<file path="config.mk">
export PLATFORM = sky130hd
export DESIGN_NAME = trap_entry
export DESIGN_NICKNAME = d
export VERILOG_FILES = /design/src/rtl/trap_entry_pkg.sv /design/src/rtl/trap_route.sv /design/src/rtl/trap_stack.sv /design/src/rtl/trap_vector.sv /design/src/rtl/trap_entry.sv
export SDC_FILE = /design/constraint.sdc
export NUM_CORES = 1
export LEC_CHECK = 0
export ABC_AREA = 1
export CAP_MARGIN = 20
export CORE_AREA = 2 2 171 173
export DETAILED_ROUTE_END_ITERATION = 6
export DIE_AREA = 0 0 173 175
export DONT_BUFFER_PORTS = 1
export MAX_ROUTING_LAYER = met4
export PLACE_DENSITY = 0.38
export SLEW_MARGIN = 30
export SYNTH_ARGS = -nofsm -noshare
export SYNTH_HDL_FRONTEND = slang
export SYNTH_SLANG_ARGS = --single-unit
</file>
<file path="constraint.sdc">
create_clock -name clk -period 4.43 [get_ports clk]
set_input_delay 0.443 -clock clk [delete_from_list [all_inputs] [get_ports clk]]
set_output_delay 0.443 -clock clk [all_outputs]
set_load 0.03 [all_outputs]
</file>
<file path="src/rtl/trap_entry_pkg.sv">
package trap_entry_pkg;

    typedef enum logic [1:0] {
        PRV_USER = 2'b00,
        PRV_SUPV = 2'b01,
        PRV_MACH = 2'b11
    } prv_e;

    typedef enum logic [1:0] {
        DEST_NONE  = 2'd0,
        DEST_SUPV  = 2'd1,
        DEST_MACH  = 2'd2,
        DEST_DEBUG = 2'd3
    } dest_e;

    // status word bit positions (stacked enable selected by privilege index)
    localparam int ST_SIE    = 1;
    localparam int ST_MIE    = 3;
    localparam int ST_SPIE   = 5;
    localparam int ST_MPIE   = 7;
    localparam int ST_SPP    = 8;
    localparam int ST_MPP_LO = 11;

    localparam int          BRK_CODE  = 3;
    localparam logic [2:0]  DBGC_SWBP = 3'd1;

    typedef struct packed {
        dest_e dest;
        logic  wr_badaddr;
        logic  clr_resv;
    } route_t;

    function automatic logic prv_delegable(input logic [1:0] prv);
        return (prv == PRV_USER) || (prv == PRV_SUPV);
    endfunction

    function automatic logic [1:0] dest_prv(input dest_e d);
        return (d == DEST_SUPV) ? PRV_SUPV : PRV_MACH;
    endfunction

endpackage

</file>
<file path="src/rtl/trap_route.sv">
module trap_route
    import trap_entry_pkg::*;
#(
    parameter int XLEN = 32
) (
    input  logic [XLEN-1:0] cause,
    input  logic            addr_vld,
    input  logic [1:0]      prv,
    input  logic [XLEN-1:0] medeleg,
    input  logic [XLEN-1:0] mideleg,
    input  logic            dbg_attached,
    output route_t          route
);
    localparam int IDXW = $clog2(XLEN);

    logic              is_irq;
    logic [XLEN-2:0]   code;
    logic [IDXW-1:0]   idx;
    logic              in_range;
    logic [XLEN-1:0]   mask;
    logic              deleg_hit;
    logic              brk_dbg;

    always_comb begin
        is_irq    = cause[XLEN-1];
        code      = cause[XLEN-2:0];
        idx       = code[IDXW-1:0];
        in_range  = ((code >> IDXW) == '0);
        mask      = is_irq ? mideleg : medeleg;
        deleg_hit = in_range && mask[idx];
        brk_dbg   = !is_irq && (code == (XLEN-1)'(BRK_CODE)) && dbg_attached;

        if (brk_dbg)
            route.dest = DEST_DEBUG;
        else if (prv_delegable(prv) && deleg_hit)
            route.dest = DEST_SUPV;
        else
            route.dest = DEST_MACH;

        route.wr_badaddr = addr_vld && !brk_dbg;
        route.clr_resv   = !brk_dbg;
    end
endmodule

</file>
<file path="src/rtl/trap_stack.sv">
module trap_stack
    import trap_entry_pkg::*;
#(
    parameter int XLEN = 32
) (
    input  logic [XLEN-1:0] status_in,
    input  logic [1:0]      prv,
    input  dest_e           dest,
    output logic [XLEN-1:0] status_out
);
    logic old_ie;

    always_comb begin
        old_ie     = status_in[prv];
        status_out = status_in;
        case (dest)
            DEST_SUPV: begin
                status_out[ST_SPIE] = old_ie;
                status_out[ST_SPP]  = prv[0];
                status_out[ST_SIE]  = 1'b0;
            end
            DEST_MACH: begin
                status_out[ST_MPIE]              = old_ie;
                status_out[ST_MPP_LO+1:ST_MPP_LO] = prv;
                status_out[ST_MIE]               = 1'b0;
            end
            default: ;
        endcase
    end
endmodule

</file>
<file path="src/rtl/trap_vector.sv">
module trap_vector
    import trap_entry_pkg::*;
#(
    parameter int              XLEN         = 32,
    parameter logic [XLEN-1:0] DBG_ROM_ADDR = 'h800,
    parameter logic [XLEN-1:0] DBG_EXC_ADDR = 'h808
) (
    input  dest_e           dest,
    input  logic [XLEN-1:0] stvec,
    input  logic [XLEN-1:0] mtvec,
    input  logic [2:0]      dbg_cause,
    output logic [XLEN-1:0] pc
);
    always_comb begin
        case (dest)
            DEST_SUPV:  pc = stvec;
            DEST_DEBUG: pc = DBG_ROM_ADDR;
            default:    pc = (dbg_cause != 3'd0) ? DBG_EXC_ADDR : mtvec;
        endcase
    end
endmodule

</file>
<file path="src/rtl/trap_entry.sv">
module trap_entry
    import trap_entry_pkg::*;
#(
    parameter int              XLEN         = 32,
    parameter logic [XLEN-1:0] DBG_ROM_ADDR = 'h800,
    parameter logic [XLEN-1:0] DBG_EXC_ADDR = 'h808
) (
    input  logic            clk,
    input  logic            rst,
    input  logic            trap_req,
    input  logic [XLEN-1:0] trap_cause,
    input  logic [XLEN-1:0] trap_addr,
    input  logic            trap_addr_vld,
    input  logic [XLEN-1:0] trap_epc,
    input  logic [1:0]      cur_prv,
    input  logic [XLEN-1:0] cur_status,
    input  logic [XLEN-1:0] stvec_in,
    input  logic [XLEN-1:0] mtvec_in,
    input  logic [XLEN-1:0] medeleg_in,
    input  logic [XLEN-1:0] mideleg_in,
    input  logic [2:0]      dbg_cause_in,
    input  logic            dbg_attached,
    output logic            commit_vld,
    output logic [1:0]      commit_dest,
    output logic [XLEN-1:0] nxt_pc,
    output logic [1:0]      nxt_prv,
    output logic [XLEN-1:0] nxt_status,
    output logic [XLEN-1:0] cause_out,
    output logic [XLEN-1:0] epc_out,
    output logic            badaddr_wr,
    output logic [XLEN-1:0] badaddr_out,
    output logic [2:0]      dbg_cause_out,
    output logic [1:0]      dbg_prv_out,
    output logic            resv_clear
);
    route_t          rt;
    logic [XLEN-1:0] st_new;
    logic [XLEN-1:0] pc_new;

    trap_route #(.XLEN(XLEN)) u_route (
        .cause        (trap_cause),
        .addr_vld     (trap_addr_vld),
        .prv          (cur_prv),
        .medeleg      (medeleg_in),
        .mideleg      (mideleg_in),
        .dbg_attached (dbg_attached),
        .route        (rt)
    );

    trap_stack #(.XLEN(XLEN)) u_stack (
        .status_in  (cur_status),
        .prv        (cur_prv),
        .dest       (rt.dest),
        .status_out (st_new)
    );

    trap_vector #(
        .XLEN         (XLEN),
        .DBG_ROM_ADDR (DBG_ROM_ADDR),
        .DBG_EXC_ADDR (DBG_EXC_ADDR)
    ) u_vector (
        .dest      (rt.dest),
        .stvec     (stvec_in),
        .mtvec     (mtvec_in),
        .dbg_cause (dbg_cause_in),
        .pc        (pc_new)
    );

    always_ff @(posedge clk) begin
        if (rst) begin
            commit_vld    <= 1'b0;
            commit_dest   <= DEST_NONE;
            nxt_pc        <= '0;
            nxt_prv       <= '0;
            nxt_status    <= '0;
            cause_out     <= '0;
            epc_out       <= '0;
            badaddr_wr    <= 1'b0;
            badaddr_out   <= '0;
            dbg_cause_out <= '0;
            dbg_prv_out   <= '0;
            resv_clear    <= 1'b0;
        end else begin
            commit_vld <= trap_req;
            badaddr_wr <= trap_req && rt.wr_badaddr;
            resv_clear <= trap_req && rt.clr_resv;
            if (trap_req) begin
                commit_dest <= rt.dest;
                nxt_pc      <= pc_new;
                nxt_prv     <= dest_prv(rt.dest);
                nxt_status  <= st_new;
                cause_out   <= trap_cause;
                epc_out     <= trap_epc;
                if (rt.wr_badaddr)
                    badaddr_out <= trap_addr;
                if (rt.dest == DEST_DEBUG) begin
                    dbg_cause_out <= DBGC_SWBP;
                    dbg_prv_out   <= cur_prv;
                end
            end
        end
    end

    a_r1_commit_after_req: assert property (@(posedge clk) disable iff (rst)
        commit_vld |-> $past(trap_req));
    a_r1_idle_no_commit: assert property (@(posedge clk) disable iff (rst)
        !trap_req |=> (!commit_vld && !badaddr_wr && !resv_clear));
    a_r3_supv_not_from_mach: assert property (@(posedge clk) disable iff (rst)
        (commit_vld && commit_dest == DEST_SUPV) |-> ($past(cur_prv) != PRV_MACH));
    a_r5_supv_entry: assert property (@(posedge clk) disable iff (rst)
        (commit_vld && commit_dest == DEST_SUPV) |-> (!nxt_status[ST_SIE] && nxt_prv == PRV_SUPV));
    a_r6_mach_entry: assert property (@(posedge clk) disable iff (rst)
        (commit_vld && commit_dest == DEST_MACH) |-> (!nxt_status[ST_MIE] && nxt_prv == PRV_MACH));
    a_r8_debug_keeps_status: assert property (@(posedge clk) disable iff (rst)
        (commit_vld && commit_dest == DEST_DEBUG) |-> (nxt_status == $past(cur_status) && !badaddr_wr));
    a_r9_resv_on_entry: assert property (@(posedge clk) disable iff (rst)
        resv_clear |-> (commit_vld && commit_dest != DEST_DEBUG));
    a_r4_badaddr_needs_addr: assert property (@(posedge clk) disable iff (rst)
        badaddr_wr |-> $past(trap_addr_vld));

endmodule

</file>
# [Word level (Yosys, flattened, before mapping)]
# Cells that the tools add are included.
[totals] out_inout_bits=172 wordCells=50 ff_bits=170
[classes] muxes=16 n_eq_ne=5 magnitude_cmp=2 reduce_logical=15
[op_table] cell="$mux W32" count=2
[op_table] cell="$pmux W32 S2" count=1
[op_table] cell="$eq A31 B2 Y1 const B" count=1
[op_table] cell="$logic_not A31 Y1" count=1
[op_table] cell="$mux W2" count=4
[op_table] cell="$logic_and A1 B1 Y1" count=7
[op_table] cell="$mux W1" count=7
[op_table] cell="$lt A2 B6 Y1 const B" count=1
[op_table] cell="$lt A5 B6 Y1 const B" count=1
[op_table] cell="$bmux W1 S5" count=1
[op_table] cell="$eq A2 B1 Y1 const B" count=2
[op_table] cell="$eq A2 B2 Y1 const B" count=2
[op_table] cell="$reduce_and A2 Y1" count=2
[op_table] cell="$reduce_bool A3 Y1" count=1
[op_table] cell="$bmux W1 S2" count=1
[op_table] cell="$logic_not A1 Y1" count=2
[op_table] cell="$logic_not A2 Y1" count=1
[op_table] cell="$logic_or A1 B1 Y1" count=1

# [Logic depth before layout (Yosys ltp)]
[depth] depth_word=9 depth_mapped=21

# [Cells and area by module]
# Synthesis repeated with hierarchy kept, for this count alone.
[unflattened] hier_cells=1087 area_unflattened_um2=7636.1
[by_module_without_submodules] mod="trap_entry" seq_area_each_um2=3403.3 area_per_inst_um2=5870.6 cells_per_inst=738 instances=1
[by_module_without_submodules] mod="trap_route" seq_area_each_um2=0.0 area_per_inst_um2=797.0 cells_per_inst=180 instances=1
[by_module_without_submodules] mod="trap_vector" seq_area_each_um2=0.0 area_per_inst_um2=645.6 cells_per_inst=115 instances=1
[by_module_without_submodules] mod="trap_stack" seq_area_each_um2=0.0 area_per_inst_um2=322.8 cells_per_inst=54 instances=1

# [Least setup slack after synthesis]
# OpenSTA, ideal clock, no wires.
[synth_timing] kind="input -> register" startpoint="in trap_cause[0]" endpoint="reg nxt_pc[0]" t_arrival_ps=1800 setup_slack_ps=2521 setup_time_ps=109 stages=17 required_time_ps=4321 cell_sequence="buf_4 -> inv_4 -> buf_6 -> nand3_1 -> nand3_1 -> nand2_1 -> a21oi_1 -> nand2_1 -> nand3_2 -> nand2_4 -> nand2_4 -> inv_6 -> buf_12 -> nand3_2 -> nand3_1 -> nand2_1 -> inv_1"
[synth_between] elab_chain_cells=8
[synth_lines] element="start, declared" line="trap_entry.sv:11" rtl="input logic [XLEN-1:0] trap_cause,"
[synth_lines] element="$bmux W1 S5" line="trap_route.sv:30" rtl="deleg_hit = in_range && mask[idx];"
[synth_lines] element="$mux W1 (not written as such)" line="trap_route.sv:30"
[synth_lines] element="$logic_and A1 B1 Y1" line="trap_route.sv:30"
[synth_lines] element="$logic_and A1 B1 Y1" line="trap_route.sv:35" rtl="else if (prv_delegable(prv) && deleg_hit)"
[synth_lines] element="$mux W2" line="trap_route.sv:35"
[synth_lines] element="$mux W2 (*)" line="trap_route.sv:33" rtl="if (brk_dbg)"
[synth_lines] element="$eq A2 B2 Y1 / $eq A2 B1 Y1 (equally long branches)" line="trap_vector.sv:15" rtl="case (dest)"
[synth_lines] element="$pmux W32 S2 (*)" line="trap_vector.sv:15"
[synth_lines] element="end signal, assigned" line="trap_entry.sv:89" rtl="nxt_pc <= pc_new;"
[synth_lines] element="end, declared" line="trap_entry.sv:25" rtl="output logic [XLEN-1:0] nxt_pc,"
# Every way passes the cells marked *; elsewhere a longest branch is shown, timed or not. The select of a mux whose other input is x is not followed.
# A chain may end at the register's enable or synchronous reset.

# [Worst setup path after layout]
[layout_timing] startpoint="in trap_cause[22]" endpoint="reg badaddr_out[25]"
[layout_between] elab_chain_cells=6
[layout_lines] element="$eq A31 B2 Y1" line="trap_route.sv:31" rtl="brk_dbg = !is_irq && (code == (XLEN-1)'(BRK_CODE)) && dbg_attached;"
[layout_lines] element="$logic_and A1 B1 Y1 (2 in series)" line="trap_route.sv:31"
[layout_lines] element="$logic_not A1 Y1" line="trap_route.sv:40" rtl="route.wr_badaddr = addr_vld && !brk_dbg;"
[layout_lines] element="$logic_and A1 B1 Y1" line="trap_route.sv:40"
[layout_lines] element="$reduce_and A2 Y1 (no source line)"
[layout_lines] element="end signal, assigned" line="trap_entry.sv:95" rtl="badaddr_out <= trap_addr;"
[layout_lines] element="end, declared" line="trap_entry.sv:31" rtl="output logic [XLEN-1:0] badaddr_out,"
# Every way passes these cells.

==> key figures <==
Placement
  • PortBufs: 0
  • Placed insts: 1423
  • Routability cong.: 0.814
  • DPL Wire Length: 20100 µm

Power and ir drop
  • Combinational Power Share: 7.3%
  • Sw power: 0.00120 W
  • Cell Pwr Density: 434 nW/µm²
  • Worst vdd ir: 213 µV
  • LEAKAGE: 3.65 nW
  • Internal power: 0.00249 W
  • Reg power frac: 51.2%
  • Clock Power Share: 41.5%
  • Sw Share: 32.4%

Global route
  • Initial antenna violation count: 0
  • Pin count of the biggest net entering global routing: 176
  • First-pass GRT wire length: 41900 µm
  • Vias in the first global route: 6821
  • Grt total ovfl: 0
  • GRT Util Overall: 18.5%

Die
  • Die height: 175 µm
  • Core area: 28400 µm²
  • Num rows: 62
  • Initial Util: 27.4%
  • IO Pins: 438
  • Die width: 173 µm
  • Die ar.: 30300 µm²

Setup path
  • CP Buf/Inv Count: 1
  • CP max stage delay: 0.46 ns
  • Critical path endpoint category: flip-flop
  • Startpoint types: primary input
  • CP top delay family: simple AND/OR/NAND/NOR gates
  • Crit path cell chain: nor2_1 -> nand2_1 -> nor3_1 -> nand4_1 -> nor2_1 -> nand3_2 -> buf_4 -> nand3_4 -> o21ai_0 -> a21oi_1
  • Worst EP required: 4.77 ns
  • CP dominant cell by count: nor2_1
  • Crit path DAT: 2.45 ns
  • CP Class: in -> reg
  • Critical Path Slowest Stage Cell: nand3_4
  • Critical-path maximum fanout: 65

Final layout
  • Final net count: 1324
  • Final Core Density: 29.9%
  • Proportion of layout cells with a drive suffix above 1: 7.75%
  • Layout area overhead: 8.99%
  • Diodes inserted: 0
  • Fin cells: 1455

Clock network
  • Maximum root-to-sink buffer count: 2
  • CTS H-tree depth: 4
  • Clk_lat worst skew: 0.42 ns
  • Clock root cell: clkbuf_16
  • Clock transition at path regs: 0.08 ns
  • Hold_buf cts: 0
  • Cts repair resizes: 0
  • CTS tree: done
  • Post-CTS Setup Inserts: 0
  • # clock sinks: 169
  • CTS buffer count: 17

Timing
  • Final setup vio count: 0
  • Post-route setup TNS: 0 ns
  • Fmax: 475 MHz
  • Max-slew violations: 0
  • Max-slew headroom: 45.0%
  • RSZ-0062 raised after global routing: no
  • Tmin final: 2.11 ns
  • Clock skew: 0 ns
  • Fin. Hold Viols: 0
  • Final period util: 47.6%
  • Slew @ Worst Pin: 0.825 ns

Route
  • Initial DRC Count: 355
  • Wirelength per Cell: 19.4 µm
  • Routed vias/inst: 4.74
  • Post-DRT Antenna Nets: 0
  • 1st-pass router iterations: 5
  • Residual DRC: 0
  • Total Wirelength: 28200 µm
  • DR vias: 6899

Logic synthesis
  • FFs w/ async S/R, synth: 0%
  • Synth warn: 0
  • Number of synthesized register bits: 169
  • Post-synthesis sequential area ratio: 43.4%
  • Primary FF master, synth: dfxtp_1
  • Yosys cell types: 29
  • Syn avg cell area: 7.00 µm²
  • Post-Syn Instances: 1113
  • Syn Std Cell Area: 7790 µm²
  • Number of flops mapped to enable cells by yosys: 0

Run
  • # Max-Cap Violations: 0

Run status
  • Outcome: finished, final reports clean

Hold path
  • Hold WC Path Type: in -> reg
[placed cells by master, fill, tap and decap left out, drive strengths merged]
cell type,instances
nor2,255
dfxtp,169
nand2,140
o21ai,134
inv,120
nand3,108
a21oi,56
nand4,38
clkbuf,18
nor4,9
buf,7
clkinv,7
nor3,4
conb,2
a21boi,1
o31ai,1
a32o,1
o211ai,1
[through the flow]
step / power (W) / setup WS [ns] / area, µm² / hold WS (ns)
2_1_floorplan: 0.00215 / 2.52 / 7790 / 0.569
3_3_place_gp: 0.00220 / 1.46 / 7890 / 0.523
3_5_place_dp: 0.00220 / 1.87 / 7890 / 0.525
4_1_cts: 0.00375 / 2.32 / 8480 / 0.0622
5_1_grt: 0.00387 / 2.02 / 8490 / 0.0621
6_report: 0.00369 / 2.32 / 8490 / 0.104
[worst register-to-register path: stages (launching register included)]
cell and delay [ns]:
dfxtp_1 0.86, nand2_1 0.11, a21oi_1 0.16
[flip-flops by register name, indices dropped and copies added, names as in the netlist]
register / flops
badaddr_out: 32
cause_out: 32
epc_out: 32
nxt_pc: 32
nxt_status: 32
commit_dest: 2
dbg_prv_out: 2
badaddr_wr: 1
commit_vld: 1
dbg_cause_out: 1
nxt_prv: 1
resv_clear: 1
[cells in the mapped netlist (all sizes together), types with 4 or more instances]
library cell | instances | area, µm²
o21ai | 134 | 671
a21oi | 56 | 280
clkbuf | 45 | 169
nand2 | 140 | 541
inv | 113 | 437
buf | 37 | 288
nand4 | 38 | 238
nor4 | 9 | 56.3
dfxtp | 169 | 3380
nand3 | 108 | 696
nor3 | 4 | 31.3
nor2 | 255 | 965
[worst paths after layout]
kind                               start  slack (ns)                           end  depth (start not counted)
max reg2reg  commit_dest[1]$_SDFFE_PP0P_        3.23   commit_dest[1]$_SDFFE_PP0P_                          2
min                                  rst        0.10       nxt_pc[11]$_SDFFE_PP0P_                          1
max                       trap_cause[22]        2.32  badaddr_out[25]$_SDFFE_PP0P_                         10
min reg2reg  badaddr_out[3]$_SDFFE_PP0P_        0.60   badaddr_out[3]$_SDFFE_PP0P_                          2
[layer usage]
metal,share of wire (%),GRT usage (%),vias up
met3,10,7.55,24
met2,49,31.0,311
met1,39,20.4,3095
met4,1.4,4.45,0
li1,-,-,3469
met5,0,-,-
[cells by family after synthesis]
kind of cell	share of synthesized area (%)
other	0.0481
buffers and inverters	11.5
AO/OA/AOI/OAI	12.6
flip-flops	43.4
AND/OR/NAND/NOR	32.4
[layout make-up]
| class | instances | area, µm² |
|---|---|---|
| fillers | 3194 | 19900 |
| multi-input cells | 750 | 3550 |
| flip-flops and latches | 169 | 3380 |
| well taps | 384 | 480 |
| clock buffers | 18 | 439 |
| inverters | 113 | 438 |
| clock inverters | 14 | 151 |
| repair buffers | 7 | 52.6 |
[power groups by stage]
stage	Combinational (W)	Clock (W)	Sequential, W
after floorplan	0.000260	0	0.00189
after global placement	0.000272	0	0.00193
after detailed placement	0.000275	0	0.00193
after CTS	0.000276	0.00159	0.00189
after global routing	0.000321	0.00165	0.00190
final	0.000270	0.00153	0.00189
(Power assumes the default switching activity.)
